--- src/rtl/wrs_pkg.sv ---
package wrs_pkg;

  localparam int unsigned DEF_PE_COUNT = 16;
  localparam int unsigned DEF_PE_W     = 32;
  localparam int unsigned DEF_WORD_W   = 64;

  typedef enum logic [1:0] {
    CMD_HOLD  = 2'd0,
    CMD_LOAD  = 2'd1,
    CMD_SHIFT = 2'd2
  } wrs_cmd_e;

endpackage

--- src/rtl/wrs_cmd_decode.sv ---
module wrs_cmd_decode
  import wrs_pkg::*;
(
  input  logic     load,
  input  logic     shift,
  input  logic     frame_open,
  output wrs_cmd_e cmd
);

  // A load always wins. A shift acts only while a frame is open.
  always_comb begin
    if (load)
      cmd = CMD_LOAD;
    else if (shift && frame_open)
      cmd = CMD_SHIFT;
    else
      cmd = CMD_HOLD;
  end

endmodule

--- src/rtl/wrs_chunk_ctrl.sv ---
module wrs_chunk_ctrl
  import wrs_pkg::*;
#(
  parameter int unsigned CHUNKS = 8,
  localparam int unsigned IDX_W = (CHUNKS > 1) ? $clog2(CHUNKS) : 1
) (
  input  logic             clk,
  input  logic             rst,
  input  wrs_cmd_e         cmd,
  output logic [IDX_W-1:0] idx,
  output logic             done,
  output logic             frame_open
);

  localparam logic [IDX_W-1:0] LAST = IDX_W'(CHUNKS - 1);

  logic [IDX_W-1:0] idx_next;
  assign idx_next = idx + 1'b1;

  always_ff @(posedge clk) begin
    if (rst) begin
      idx        <= '0;
      done       <= 1'b0;
      frame_open <= 1'b0;
    end else begin
      case (cmd)
        CMD_LOAD: begin
          idx        <= '0;
          done       <= (CHUNKS == 1);
          frame_open <= (CHUNKS > 1);
        end
        CMD_SHIFT: begin
          idx <= idx_next;
          if (idx_next == LAST) begin
            done       <= 1'b1;
            frame_open <= 1'b0;
          end
        end
        default: ;
      endcase
    end
  end

  // done only with the last index on the output
  p_done_last_r4: assert property (@(posedge clk) disable iff (rst)
    done |-> (idx == LAST));

  // a load restarts the index and clears done
  p_load_restart_r2: assert property (@(posedge clk) disable iff (rst)
    (cmd == CMD_LOAD) |=> (idx == '0) && (done == (CHUNKS == 1)));

  // an accepted shift advances the index by one
  p_step_r3: assert property (@(posedge clk) disable iff (rst)
    (cmd == CMD_SHIFT) |=> (idx == IDX_W'($past(idx) + 1'b1)));

  // with the frame closed and no load, index and done stay put
  p_closed_hold_r5: assert property (@(posedge clk) disable iff (rst)
    (!frame_open && cmd != CMD_LOAD) |=> ($stable(idx) && $stable(done)));

  // open and done are never both set
  p_open_done_excl_r4: assert property (@(posedge clk) disable iff (rst)
    !(frame_open && done));

endmodule

--- src/rtl/wrs_shift_reg.sv ---
module wrs_shift_reg
  import wrs_pkg::*;
#(
  parameter int unsigned WORD_W = 64,
  parameter int unsigned CHUNKS = 8,
  localparam int unsigned VEC_W = WORD_W * CHUNKS
) (
  input  logic              clk,
  input  logic              rst,
  input  wrs_cmd_e          cmd,
  input  logic [VEC_W-1:0]  vec_in,
  output logic [WORD_W-1:0] word_out
);

  // word slot k holds bits [WORD_W*(k+1)-1 : WORD_W*k]; slot CHUNKS-1 is the top
  logic [WORD_W-1:0] slot [CHUNKS];

  for (genvar k = 0; k < CHUNKS; k++) begin : g_slot
    logic [WORD_W-1:0] shift_src;
    if (k == 0) begin : g_fill
      assign shift_src = '0;
    end else begin : g_move
      assign shift_src = slot[k-1];
    end

    always_ff @(posedge clk) begin
      if (rst) begin
        slot[k] <= '0;
      end else begin
        case (cmd)
          CMD_LOAD:  slot[k] <= vec_in[WORD_W*k +: WORD_W];
          CMD_SHIFT: slot[k] <= shift_src;
          default:   ;
        endcase
      end
    end
  end

  assign word_out = slot[CHUNKS-1];

  // with no command the presented word does not move
  p_word_hold_r8: assert property (@(posedge clk) disable iff (rst)
    (cmd == CMD_HOLD) |=> $stable(word_out));

  // a shift brings the slot below into the top position
  if (CHUNKS > 1) begin : g_chk_step
    p_word_step_r3: assert property (@(posedge clk) disable iff (rst)
      (cmd == CMD_SHIFT) |=> (word_out == $past(slot[CHUNKS-2])));
  end

endmodule

--- src/rtl/wide_result_serializer.sv ---
module wide_result_serializer
  import wrs_pkg::*;
#(
  parameter int unsigned PE_COUNT = DEF_PE_COUNT,
  parameter int unsigned PE_W     = DEF_PE_W,
  parameter int unsigned WORD_W   = DEF_WORD_W,
  localparam int unsigned VEC_W   = PE_COUNT * PE_W,
  localparam int unsigned CHUNKS  = VEC_W / WORD_W,
  localparam int unsigned IDX_W   = (CHUNKS > 1) ? $clog2(CHUNKS) : 1
) (
  input  logic              clk,
  input  logic              rst,
  input  logic              load,
  input  logic              shift,
  input  logic [VEC_W-1:0]  data_in,
  output logic [WORD_W-1:0] data_out,
  output logic [IDX_W-1:0]  chunk_idx,
  output logic              frame_done
);

  initial begin
    if (VEC_W % WORD_W != 0)
      $error("vector width must be a whole number of output words");
  end

  wrs_cmd_e cmd;
  logic     frame_open;

  wrs_cmd_decode u_decode (
    .load       (load),
    .shift      (shift),
    .frame_open (frame_open),
    .cmd        (cmd)
  );

  wrs_chunk_ctrl #(
    .CHUNKS (CHUNKS)
  ) u_ctrl (
    .clk        (clk),
    .rst        (rst),
    .cmd        (cmd),
    .idx        (chunk_idx),
    .done       (frame_done),
    .frame_open (frame_open)
  );

  wrs_shift_reg #(
    .WORD_W (WORD_W),
    .CHUNKS (CHUNKS)
  ) u_sreg (
    .clk      (clk),
    .rst      (rst),
    .cmd      (cmd),
    .vec_in   (data_in),
    .word_out (data_out)
  );

  // a load presents the top word of the captured vector
  p_load_top_r2: assert property (@(posedge clk) disable iff (rst)
    load |=> (data_out == $past(data_in[VEC_W-1 -: WORD_W])) && (chunk_idx == '0));

  // quiet inputs keep every output steady
  p_quiet_hold_r8: assert property (@(posedge clk) disable iff (rst)
    (!load && !shift) |=> ($stable(data_out) && $stable(chunk_idx) && $stable(frame_done)));

  // shifts after the frame is done are ignored
  p_done_ignore_r5: assert property (@(posedge clk) disable iff (rst)
    (frame_done && !load) |=> ($stable(data_out) && frame_done));

endmodule

--- config.mk ---
export PLATFORM = sky130hd
export DESIGN_NAME = wide_result_serializer
export DESIGN_NICKNAME = d
export VERILOG_FILES = /design/src/rtl/wrs_pkg.sv /design/src/rtl/wrs_cmd_decode.sv /design/src/rtl/wrs_chunk_ctrl.sv /design/src/rtl/wrs_shift_reg.sv /design/src/rtl/wide_result_serializer.sv
export SDC_FILE = /design/constraint.sdc
export NUM_CORES = 1
export LEC_CHECK = 0
export ABC_CLOCK_PERIOD_IN_PS = 12480
export BUFFER_PORTS_ARGS = -buffer_cell sky130_fd_sc_hd__buf_2
export CAP_MARGIN = 10
export CORE_AREA = 2 2 229 231
export CTS_BUF_LIST = sky130_fd_sc_hd__clkbuf_4 sky130_fd_sc_hd__clkbuf_8
export DETAILED_ROUTE_END_ITERATION = 6
export DIE_AREA = 0 0 231 233
export GPL_TIMING_DRIVEN = 0
export HOLD_SLACK_MARGIN = 0.12
export PLACE_DENSITY = 0.69
export SKIP_LAST_GASP = 1
export SYNTH_ARGS = -nofsm -noshare
export SYNTH_HDL_FRONTEND = slang
export SYNTH_SLANG_ARGS = --single-unit
--- constraint.sdc ---
create_clock -name clk -period 12.48 [get_ports clk]
set_clock_uncertainty 0.15 [all_clocks]
set_input_delay 1.872 -clock clk [delete_from_list [all_inputs] [get_ports clk]]
set_output_delay 1.872 -clock clk [all_outputs]
set_load 0.05 [all_outputs]
==> key figures, run 1 <==
Timing
  • Actual transition at the worst max-transition pin: 0.9080 ns
  • Post-route setup TNS: 0 ns
  • Worst Hold Slack: 0.3676 ns
  • Number of hold violations in the final report: 0
  • Post-route fraction of the period consumed by the critical path: 0.2766
  • Worst max-slew margin expressed relative to the limit: 0.3946
  • Upper clock frequency limit: 289.7 MHz
  • Number of setup violations in the final report: 0
  • Min cycle time layout: 3.452 ns
  • Unrepaired setup endpoints after global routing: no
  • Final count of pins violating max slew: 0

Logic synthesis
  • Most instantiated library cell after synthesis: sky130_fd_sc_hd__edfxtp_1
  • Most common flop cell mapped by yosys: sky130_fd_sc_hd__edfxtp_1
  • Number of different library cells in the post-synthesis netlist: 23
  • Fraction of synthesis flops using an asynchronous set or reset pin: 0
  • Yosys synthesis warning count: 0
  • Yosys top cell by area: sky130_fd_sc_hd__edfxtp_1
  • Synthesized instance count: 1173
  • Top post-synthesis cells by area: sky130_fd_sc_hd__edfxtp_1 74%, sky130_fd_sc_hd__a22o_1 19%, sky130_fd_sc_hd__buf_6 2.4%, sky130_fd_sc_hd__and2_1 1.9%, sky130_fd_sc_hd__buf_2 1.3%
  • Most used standard cells in the synthesized netlist: 512 x sky130_fd_sc_hd__edfxtp_1, 441 x sky130_fd_sc_hd__a22o_1, 64 x sky130_fd_sc_hd__and2_1
  • Post-synth design cell area: 0.02080 mm2
  • Area share of the largest cell type after synthesis: 0.7393
  • Post-synthesis net count: 1691
  • Part of the Yosys area used for sequential elements: 0.7441
  • Avg Cell Area, Syn: around 18 um2
  • Number of register bits inferred by synthesis: 517
  • EDFF count, synth: 512

Detailed routing
  • Top layer used by detailed routing: met5
  • Post-DR vias/cell: 5.142
  • Vias: 13.46k
  • Number of DRC markers after the initial detailed-route iteration: between 900 and 1k
  • DRC violations left: 0
  • Post-detailed-route count of antenna-violating nets: 0
  • WL met1: 23660 um
  • Wire length per cell: roughly 23 um
  • Pre-antenna DRT Iters: 5
  • Wire length reported by the detailed router: approximately 60000 um
  • Routed wl met2: just over 30000 um
  • Routed length on met3: 4181 um

CTS
  • Post-CTS Hold Buffers: 0
  • Number of H-tree levels: 3
  • Number of buffers created by CTS: 88
  • Post-CTS setup-driven buffer insertion count: 0
  • CTS tree: done
  • Cts repair resizes: 0
  • Longest Clk Path Bufs: 3
  • Clock latency of the later-clocked register in the worst-skew pair: 0.68 ns
  • Number of sinks driven by the clock tree: roughly 520
  • Clock-pin slew of the registers on the worst-case setup and hold paths: 0.06 ns
  • Cell at the root of the clock tree: sky130_fd_sc_hd__clkbuf_8

Setup path
  • Critical path endpoint: u_sreg.slot[1][82]$_DFFE_PP_
  • CP max FO: 125
  • Critical Path Start Type: input pin
  • Worst path top cell family by delay: simple AND/OR/NAND/NOR gates
  • Delay of the slowest critical-path stage: 0.53 ns
  • Startpoint of the most critical register-to-register path: u_ctrl.frame_open$_SDFFE_PP0P_
  • Cell at the slowest stage of the critical path: sky130_fd_sc_hd__nand2_8
  • Worst reg-to-reg path cell count: 3
  • Req. time, crit path: 12.61 ns
  • Critical path buffers and inverters: 2
  • Flop2flop setup slack: slightly above 10 ns
  • Worst setup path class: input pin to flop
  • CP Depth: 4
  • Endpoint kind of the worst setup timing path: flop
  • R2R Path End: u_sreg.slot[0][181]$_DFFE_PP_
  • Worst path arrival time: approximately 3.6 ns
  • Worst path cell trace: buf_2, nor2_1, nand2_8, buf_16
  • Setup crit start: rst

Place
  • Post-detailed-placement half-perimeter wirelength: between 40000 and 50000 um
  • GPL Wtd Cong: 0.8878
  • Number of input and output port buffers inserted: 583
  • Cells after DPL: 2439

GRT
  • Total overflow reported by the global router: 0
  • Wire length of the first global-routing pass: about 86000 um
  • Antenna violations before repair: 22
  • Largest net degree at the start of global routing: 130
  • Global router's overall resource usage: 0.2187
  • Vias in the first global route: 14.03k

Power
  • Max rail drop VDD: 0.09470 mV
  • P per Cell Area: 150.4 mW/mm2
  • Leakage: roughly 11 nW
  • Sum of internal, switching and leakage power: 3.984 mW

Finish
  • Fin nets: ~2.4k
  • Layout cell share with drive strength beyond 1: 0.4280
  • Non-filler cells in the finished layout: 2618
  • Number of filler instances in the final layout: between 4k and 5k
  • Layout Area Growth over Synthesis: 27.37%
  • Footprint of the flip-flops and latches: 0.01547 mm2
  • Area taken by multi-input logic gates: 0.004503 mm2

Floorplan
  • Core Footprint: just over 0.05 mm2
  • Die outline height: 233 um
  • Row cnt: 83
  • Initial Utilization: 0.4070
  • IO Pins: 584
  • Die outline width: about 230 um
  • DIE AREA: roughly 0.054 mm2

Worst hold path
  • Hold path startpoint: u_ctrl.done$_SDFFE_PP0P_
  • Hold/Removal Path Class: flop to flop

Status
  • Outcome: finished, final reports clean

Flow run
  • Count of maximum capacitance violations: 0
-- flip-flops by register name, summed over array words and instances (netlist names) --
register,flops
u_ctrl.done,1
u_ctrl.idx,3
u_ctrl.frame_open,1
u_sreg.slot,512
-- final cells by class --
cell class	instances	area share
flip-flops and latches	517	0.5842
multi-input cells	540	0.1700
repair buffers	586	0.1133
clock buffers	115	0.05385
well taps	680	0.03212
plain buffers	108	0.03066
clock inverters	42	0.01266
diodes	22	0.002078
inverters	8	0.001134
-- report_power, final --
| group | leakage [nW] | total (mW) | switching (mW) | internal [mW] |
|---|---|---|---|---|
| clock | 0.910 | 1.54 | 0.689 | 0.851 |
| combinational | 4.68 | 0.340 | 0.200 | 0.139 |
| sequential | 5.74 | 2.10 | 0.0433 | 2.06 |
-- per-stage QoR --
step / setup WS, ns / utilization / instance area [um2]
2_1_floorplan: 4.379 / - / 20800
3_3_place_gp: 2.049 / 0.4808 / 24570
3_5_place_dp: 8.386 / 0.4829 / 24670
4_1_cts: 8.982 / 0.5173 / 26430
5_1_grt: 8.935 / 0.5183 / 26480
6_report: 9.028 / 0.5184 / 26490
-- worst min path at each step --
stage	endpoint	slack, ns	depth (start not counted)
finish	u_ctrl.done$_SDFFE_PP0P_	0.37	1
global route	u_ctrl.done$_SDFFE_PP0P_	0.37	1
CTS	u_sreg.slot[1][120]$_DFFE_PP_	0.36	1
detailed placement	u_ctrl.done$_SDFFE_PP0P_	0.35	1
global placement	u_ctrl.done$_SDFFE_PP0P_	0.30	1
floorplan	u_ctrl.frame_open$_SDFFE_PP0P_	0.36	2
-- routing by layer --
metal  global-route usage  up-vias
met1               0.2648     6476
met3              0.05061      129
li1                     -     6289
met4              0.09173        4
met2               0.3758      565
met5                    0        -
-- cells in the final DEF, fill, tap and decap left out, types with 3 or more instances in the layout --
cell type / instances
sky130_fd_sc_hd__dfxtp_1: 5
sky130_fd_sc_hd__clkinv_1: 23
sky130_fd_sc_hd__and2_1: 64
sky130_fd_sc_hd__a21oi_1: 15
sky130_fd_sc_hd__buf_16: 3
sky130_fd_sc_hd__clkinvlp_4: 5
sky130_fd_sc_hd__buf_2: 635
sky130_fd_sc_hd__edfxtp_1: 512
sky130_fd_sc_hd__diode_2: 22
sky130_fd_sc_hd__inv_1: 8
sky130_fd_sc_hd__nor3_1: 3
sky130_fd_sc_hd__buf_6: 45
sky130_fd_sc_hd__clkbuf_8: 90
sky130_fd_sc_hd__bufinv_16: 5
sky130_fd_sc_hd__a22o_1: 441
sky130_fd_sc_hd__clkbuf_1: 10
sky130_fd_sc_hd__clkbuf_4: 25
sky130_fd_sc_hd__clkinv_2: 6
-- cell families (layout without fill, tap and decap cells) --
| group | count (synthesis) | after routing | share of synthesized area |
|---|---|---|---|
| AOI/OAI and AO/OA | 457 | 457 | 0.1898 |
| other | 0 | 22 | 0 |
| buffers and inverters | 116 | 859 | 0.04049 |
| DFF | 517 | 517 | 0.7441 |
| adders and majority gates | 2 | 2 | 0.001203 |
| and+or+nand+nor | 78 | 78 | 0.02310 |
| xor gates and xnor gates | 3 | 3 | 0.001264 |
Note: power is estimated with default switching activity, not from simulation.
==> run 2: changes to the inputs <==
ABC_CLOCK_PERIOD_IN_PS = 3500   (was 12480)
CORE_AREA = 2 2 224 226   (was 2 2 229 231)
DIE_AREA = 0 0 226 228   (was 0 0 231 233)
clock period = 3.5 ns   (was 12.48 ns; I/O delays follow)
==> key figures, run 2 (synthesis gave the netlist of run 1 again) <==
CTS
  • Number of buffers created by CTS: 86
  • Longest Clk Path Bufs: 3
  • Number of sinks driven by the clock tree: just over 500
  • Cell at the root of the clock tree: sky130_fd_sc_hd__clkbuf_8
  • Clock latency of the later-clocked register in the worst-skew pair: around 0.65 ns
  • Clock-pin slew of the registers on the worst-case setup and hold paths: 0.06 ns
  • Number of H-tree levels: 3
  • CTS tree: done

GRT
  • Vias in the first global route: 17.90k
  • Wire length of the first global-routing pass: 104900 um
  • Antenna violations before repair: 22
  • Largest net degree at the start of global routing: 129
  • Global router's overall resource usage: 0.2757
  • Total overflow reported by the global router: 0

Detailed routing
  • Pre-antenna DRT Iters: 5
  • Post-DR vias/cell: 5.216
  • Wire length reported by the detailed router: between 70000 and 80000 um
  • Wire length per cell: 23.10 um
  • Number of DRC markers after the initial detailed-route iteration: 1261
  • Post-detailed-route count of antenna-violating nets: 0
  • DRC violations left: 0
  • Vias: 16.28k

Finish
  • Flip-flop count of the largest register, all copies and words added: roughly 510
  • Commonest non-fill, non-tap cell in the layout: sky130_fd_sc_hd__buf_2
  • Top register by number of flip-flops: u_sreg.slot
  • Layout cell share with drive strength beyond 1: 0.3375
  • Layout Area Growth over Synthesis: 51.83%
  • Regs by FF count: u_sreg.slot (512), u_ctrl.idx (3)
  • Most frequent cells in the layout: 635 x sky130_fd_sc_hd__buf_2, 516 x sky130_fd_sc_hd__dlygate4sd3_1, 512 x sky130_fd_sc_hd__edfxtp_1, 441 x sky130_fd_sc_hd__a22o_1, 93 x sky130_fd_sc_hd__clkbuf_8
  • Cell area after layout: between 0.03 and 0.04 mm2
  • Non-filler cells in the finished layout: 3121
  • Fin nets: 2881

Power
  • Max rail drop VDD: 0.3594 mV
  • P per Cell Area: approximately 470 mW/mm2
  • Leakage: about 13 nW

Setup path
  • Flop2flop setup slack: 0.36 ns
  • Req. time, crit path: 3.60 ns
  • Worst path arrival time: 3.43 ns
  • CP max FO: approximately 130
  • Endpoint kind of the worst setup timing path: flop
  • Critical Path Start Type: input pin
  • Worst setup path class: input pin to flop

Floorplan
  • Die outline width: around 230 um
  • IO Pins: between 500 and 600
  • Die outline height: 228 um
  • Row cnt: just over 80
  • Initial Utilization: 0.4214
  • Core Footprint: 0.04935 mm2
  • DIE AREA: 0.05153 mm2

Flow run
  • Count of maximum capacitance violations: 0

Timing
  • Number of setup violations in the final report: 0
  • Post-route fraction of the period consumed by the critical path: 0.9510
  • Unrepaired setup endpoints after global routing: no
  • Number of hold violations in the final report: 0
  • Worst max-slew margin expressed relative to the limit: 0.3792
  • Actual transition at the worst max-transition pin: 0.9313 ns
  • Min cycle time layout: 3.329 ns
  • Final count of pins violating max slew: 0
  • Upper clock frequency limit: 300.4 MHz

Place
  • GPL Wtd Cong: 0.9087
  • Instance area after placement: 0.02466 mm2
  • Cells after DPL: between 2k and 2.5k
  • Post-detailed-placement half-perimeter wirelength: between 40000 and 50000 um
  • Number of input and output port buffers inserted: 583

Worst hold path
  • Hold/Removal Path Class: flop to flop

Status
  • Outcome: finished, final reports clean
## run 2: layout make-up
class	count	area [um2]
tap	672	840.8
sequential	517	15470
inverter	8	30.03
antenna	22	55.05
multi-input combinational	540	4503
buffer	108	812.0
timing repair buffer	1102	8165
fill	3387	17780
clock inverter	38	255.2
clock buffer	114	1438
## run 2: worst paths after layout
check / startpoint / to / depth (start not counted)
max: rst / u_sreg.slot[0][189]$_DFFE_PP_ / 6
min reg2reg: u_ctrl.done$_SDFFE_PP0P_ / u_ctrl.done$_SDFFE_PP0P_ / 1
min: u_ctrl.done$_SDFFE_PP0P_ / u_ctrl.done$_SDFFE_PP0P_ / 1
max reg2reg: u_ctrl.frame_open$_SDFFE_PP0P_ / u_sreg.slot[0][189]$_DFFE_PP_ / 4
## run 2: metal layers
metal | part of all wire | track usage | up-vias
met4 | 0.044 | 0.1453 | 0
met5 | 0 | 0 | -
met1 | 0.37 | 0.3107 | 7888
met3 | 0.059 | 0.05126 | 230
met2 | 0.53 | 0.4931 | 847
li1 | - | - | 7315
## run 2: power breakdown
| part | total (mW) | switching (mW) | leakage (nW) | internal, mW |
|---|---|---|---|---|
| combinational | 1.75 | 0.870 | 6.84 | 0.877 |
| sequential | 7.53 | 0.180 | 5.74 | 7.35 |
| clock | 5.42 | 2.53 | 0.886 | 2.89 |
| total | 14.7 | 3.58 | 13.5 | 11.1 |
## run 2: timing repair
| item | 4_1_cts | 5_1_grt |
|---|---|---|
| hold buffers | 516 | 0 |
| endpoints found under the hold margin | 516 | 0 |
| setup buffers | 0 | 0 |
| resized for setup | 0 | 0 |
| endpoints found under the setup margin | 0 | 0 |
## run 2: worst max-delay path, cell delays in order
cell	delay [ns]
sky130_fd_sc_hd__dlygate4sd3_1	0.55
sky130_fd_sc_hd__buf_2	0.17
sky130_fd_sc_hd__nor2_1	0.48
sky130_fd_sc_hd__nand2_8	0.61
sky130_fd_sc_hd__buf_16	0.51
sky130_fd_sc_hd__buf_16	0.33
## run 2: metrics by stage
stage                     worst slack (ns)  utilization  setup TNS [ns]  total power [mW]  hold WS, ns
after floorplan                     0.2891            -               0             8.268       0.3583
after global placement             -0.5846       0.4979         -278.10             8.822       0.3025
after detailed placement            0.2344       0.4997               0             8.847       0.3032
after CTS                           0.3806       0.6387               0             14.62       0.3172
after global routing                0.1271       0.6398               0             15.19       0.3721
final                               0.1715       0.6398               0             14.70       0.3526
==> run 3: changes to the inputs <==
ABC_AREA = 1   (was not set)
CORE_AREA = 2 2 228 230   (was 2 2 224 226)
DIE_AREA = 0 0 230 232   (was 0 0 226 228)
PLACE_DENSITY = 0.72   (was 0.69)
==> key figures, run 3 <==
Status
  • Outcome: finished, final reports clean

Worst hold path
  • Hold/Removal Path Class: input pin to flop
  • Hold path startpoint: data_in[447]

Detailed routing
  • Number of DRC markers after the initial detailed-route iteration: 2217
  • Post-detailed-route count of antenna-violating nets: 0
  • Vias: 22.67k
  • Pre-antenna DRT Iters: 7
  • Wire length reported by the detailed router: 87600 um
  • DRC violations left: 0
  • Post-DR vias/cell: around 5.4
  • Wire length per cell: 20.98 um

CTS
  • CTS tree: done
  • Number of H-tree levels: 3
  • Cell at the root of the clock tree: sky130_fd_sc_hd__clkbuf_8
  • Number of buffers created by CTS: 87
  • Number of sinks driven by the clock tree: 517
  • Clock-pin slew of the registers on the worst-case setup and hold paths: about 0.060 ns
  • Longest Clk Path Bufs: 3
  • Clock latency of the later-clocked register in the worst-skew pair: 0.66 ns
  • Cts repair resizes: 0

GRT
  • Total overflow reported by the global router: 0
  • Global router's overall resource usage: 0.3252
  • Wire length of the first global-routing pass: 131000 um
  • Vias in the first global route: 23.28k
  • Largest net degree at the start of global routing: roughly 130
  • Antenna violations before repair: 16

Floorplan
  • Die outline height: 232 um
  • Initial Utilization: 0.4568
  • IO Pins: 584
  • Core Footprint: 0.05089 mm2
  • DIE AREA: around 0.053 mm2
  • Row cnt: 83
  • Die outline width: 230 um

Logic synthesis
  • Area share of the largest cell type after synthesis: 0.6614
  • Post-synthesis net count: 2745
  • Yosys top cell by area: sky130_fd_sc_hd__edfxtp_1
  • Most common flop cell mapped by yosys: sky130_fd_sc_hd__edfxtp_1
  • Most instantiated library cell after synthesis: sky130_fd_sc_hd__nand3_1
  • Part of the Yosys area used for sequential elements: 0.6657
  • Post-synth design cell area: 0.02325 mm2
  • EDFF count, synth: slightly above 500
  • Top post-synthesis cells by area: sky130_fd_sc_hd__edfxtp_1 66%, sky130_fd_sc_hd__nand3_1 19%, sky130_fd_sc_hd__nand2_1 7.4%, sky130_fd_sc_hd__buf_2 3.1%, sky130_fd_sc_hd__inv_1 1.2%
  • Fraction of synthesis flops using an asynchronous set or reset pin: 0
  • Avg Cell Area, Syn: 10.44 um2
  • Number of different library cells in the post-synthesis netlist: 18
  • Synthesized instance count: 2227
  • Most used standard cells in the synthesized netlist: 890 x sky130_fd_sc_hd__nand3_1, 512 x sky130_fd_sc_hd__edfxtp_1, 460 x sky130_fd_sc_hd__nand2_1
  • Yosys synthesis warning count: 0
  • Number of register bits inferred by synthesis: 517

Finish
  • Most frequent cells in the layout: 890 x sky130_fd_sc_hd__nand3_1, 726 x sky130_fd_sc_hd__buf_2, 512 x sky130_fd_sc_hd__dlygate4sd3_1, 512 x sky130_fd_sc_hd__edfxtp_1, 458 x sky130_fd_sc_hd__nand2_1
  • Fin nets: 3932
  • Cell area after layout: between 0.03 and 0.04 mm2
  • Non-filler cells in the finished layout: 4176
  • Final design utilization: 0.6674
  • Flip-flop count of the largest register, all copies and words added: slightly above 500
  • Commonest non-fill, non-tap cell in the layout: sky130_fd_sc_hd__nand3_1
  • Layout cell share with drive strength beyond 1: 0.2512
  • Regs by FF count: u_sreg.slot (512), u_ctrl.idx (3)
  • Layout Area Growth over Synthesis: 46.11%
  • Top register by number of flip-flops: u_sreg.slot

Setup path
  • Setup crit start: rst
  • Startpoint of the most critical register-to-register path: u_ctrl.frame_open$_SDFFE_PP0P_
  • Req. time, crit path: 3.62 ns
  • Cell at the slowest stage of the critical path: sky130_fd_sc_hd__nand2_8
  • Endpoint kind of the worst setup timing path: flop
  • Delay of the slowest critical-path stage: 0.56 ns
  • Worst path cell trace: dlygate4sd3_1, buf_2, nor2_1, buf_4, nand2_8, buf_16
  • Worst path arrival time: around 3.2 ns
  • Critical Path Start Type: input pin
  • CP max FO: 126
  • Worst setup path class: input pin to flop

Power
  • Max rail drop VDD: 0.4120 mV
  • Leakage: 16.10 nW
  • P per Cell Area: 442.8 mW/mm2

Place
  • GPL Wtd Cong: 0.9529
  • Instance area after placement: 0.02712 mm2
  • Cells after DPL: 3493
  • Post-detailed-placement half-perimeter wirelength: around 55000 um
  • Number of input and output port buffers inserted: a little under 600

Timing
  • Worst Hold Slack: around 0.23 ns
  • Post-route fraction of the period consumed by the critical path: 0.8670
  • Min cycle time layout: 3.034 ns
  • Unrepaired setup endpoints after global routing: no
  • Number of setup violations in the final report: 0
  • Upper clock frequency limit: roughly 330 MHz
  • Final count of pins violating max slew: 0
  • Actual transition at the worst max-transition pin: 1.012 ns
  • Worst max-slew margin expressed relative to the limit: 0.3251
  • Number of hold violations in the final report: 0

Flow run
  • Count of maximum capacitance violations: 0
-- run 3: path summary, 6_finish.rpt --
check / end / slack [ns] / cells past startpoint
worst max-delay path: u_sreg.slot[1][107]$_DFFE_PP_ / 0.47 / 6
worst min-delay path: u_sreg.slot[1][191]$_DFFE_PP_ / 0.23 / 3
worst max register to register: u_sreg.slot[1][107]$_DFFE_PP_ / 0.95 / 3
worst min register to register: u_ctrl.done$_SDFFE_PP0P_ / 0.31 / 2
-- run 3: area by class of cell --
type                            instances  area (um2)
Buffer                                203       963.4
Timing Repair Buffer                 1098        8125
Tap cell                              680       850.8
Multi-Input combinational cell       1432        6550
Antenna cell                           21       52.55
Inverter                               75       281.5
Clock buffer                          124        1494
Fill cell                            3653       16920
Sequential cell                       517       15470
Clock inverter                         26       171.4
-- run 3: power by group --
group          switching (mW)  internal (mW)  total (mW)
combinational            1.29          0.868        2.16
sequential              0.171           7.39        7.56
clock                    2.45           2.88        5.33
total                    3.91           11.1        15.0
-- run 3: worst max-delay path: cells and delay by family --
kind / cells / cell delay (ns)
buffers and inverters: 4 / 1.52
AND/OR/NAND/NOR: 2 / 0.90
-- run 3: what timing repair did --
item	CTS	global route
setup endpoints to repair	0	0
setup buffers	0	0
hold endpoints to repair	512	0
hold buffers	512	0
-- run 3: kinds of logic (layout without fill, tap and decap cells) --
family / Yosys count / after routing / share of synthesized area
simple gates: 1418 / 1418 / 0.2770
other cells: 0 / 21 / 0
fa+ha+maj: 2 / 2 / 0.001076
compound gates: 12 / 12 / 0.002691
buf+inv: 278 / 1526 / 0.05356
flops: 517 / 517 / 0.6657
-- run 3: metrics by stage --
stage                     power, mW  setup WS [ns]  TNS (ns)
after floorplan               8.545         0.3565         0
after global placement        9.253         -1.051   -412.56
after detailed placement      9.280         0.4748         0
after CTS                     14.93         0.6266         0
after global routing          15.52         0.4434         0
final                         15.04         0.4655         0
-- run 3: metal layers --
metal,share of wire,track usage,up-vias
met5,0.00024,0,-
met1,0.36,0.3649,10410
met2,0.49,0.5628,1523
met3,0.087,0.08227,427
li1,-,-,10300
met4,0.063,0.1887,4
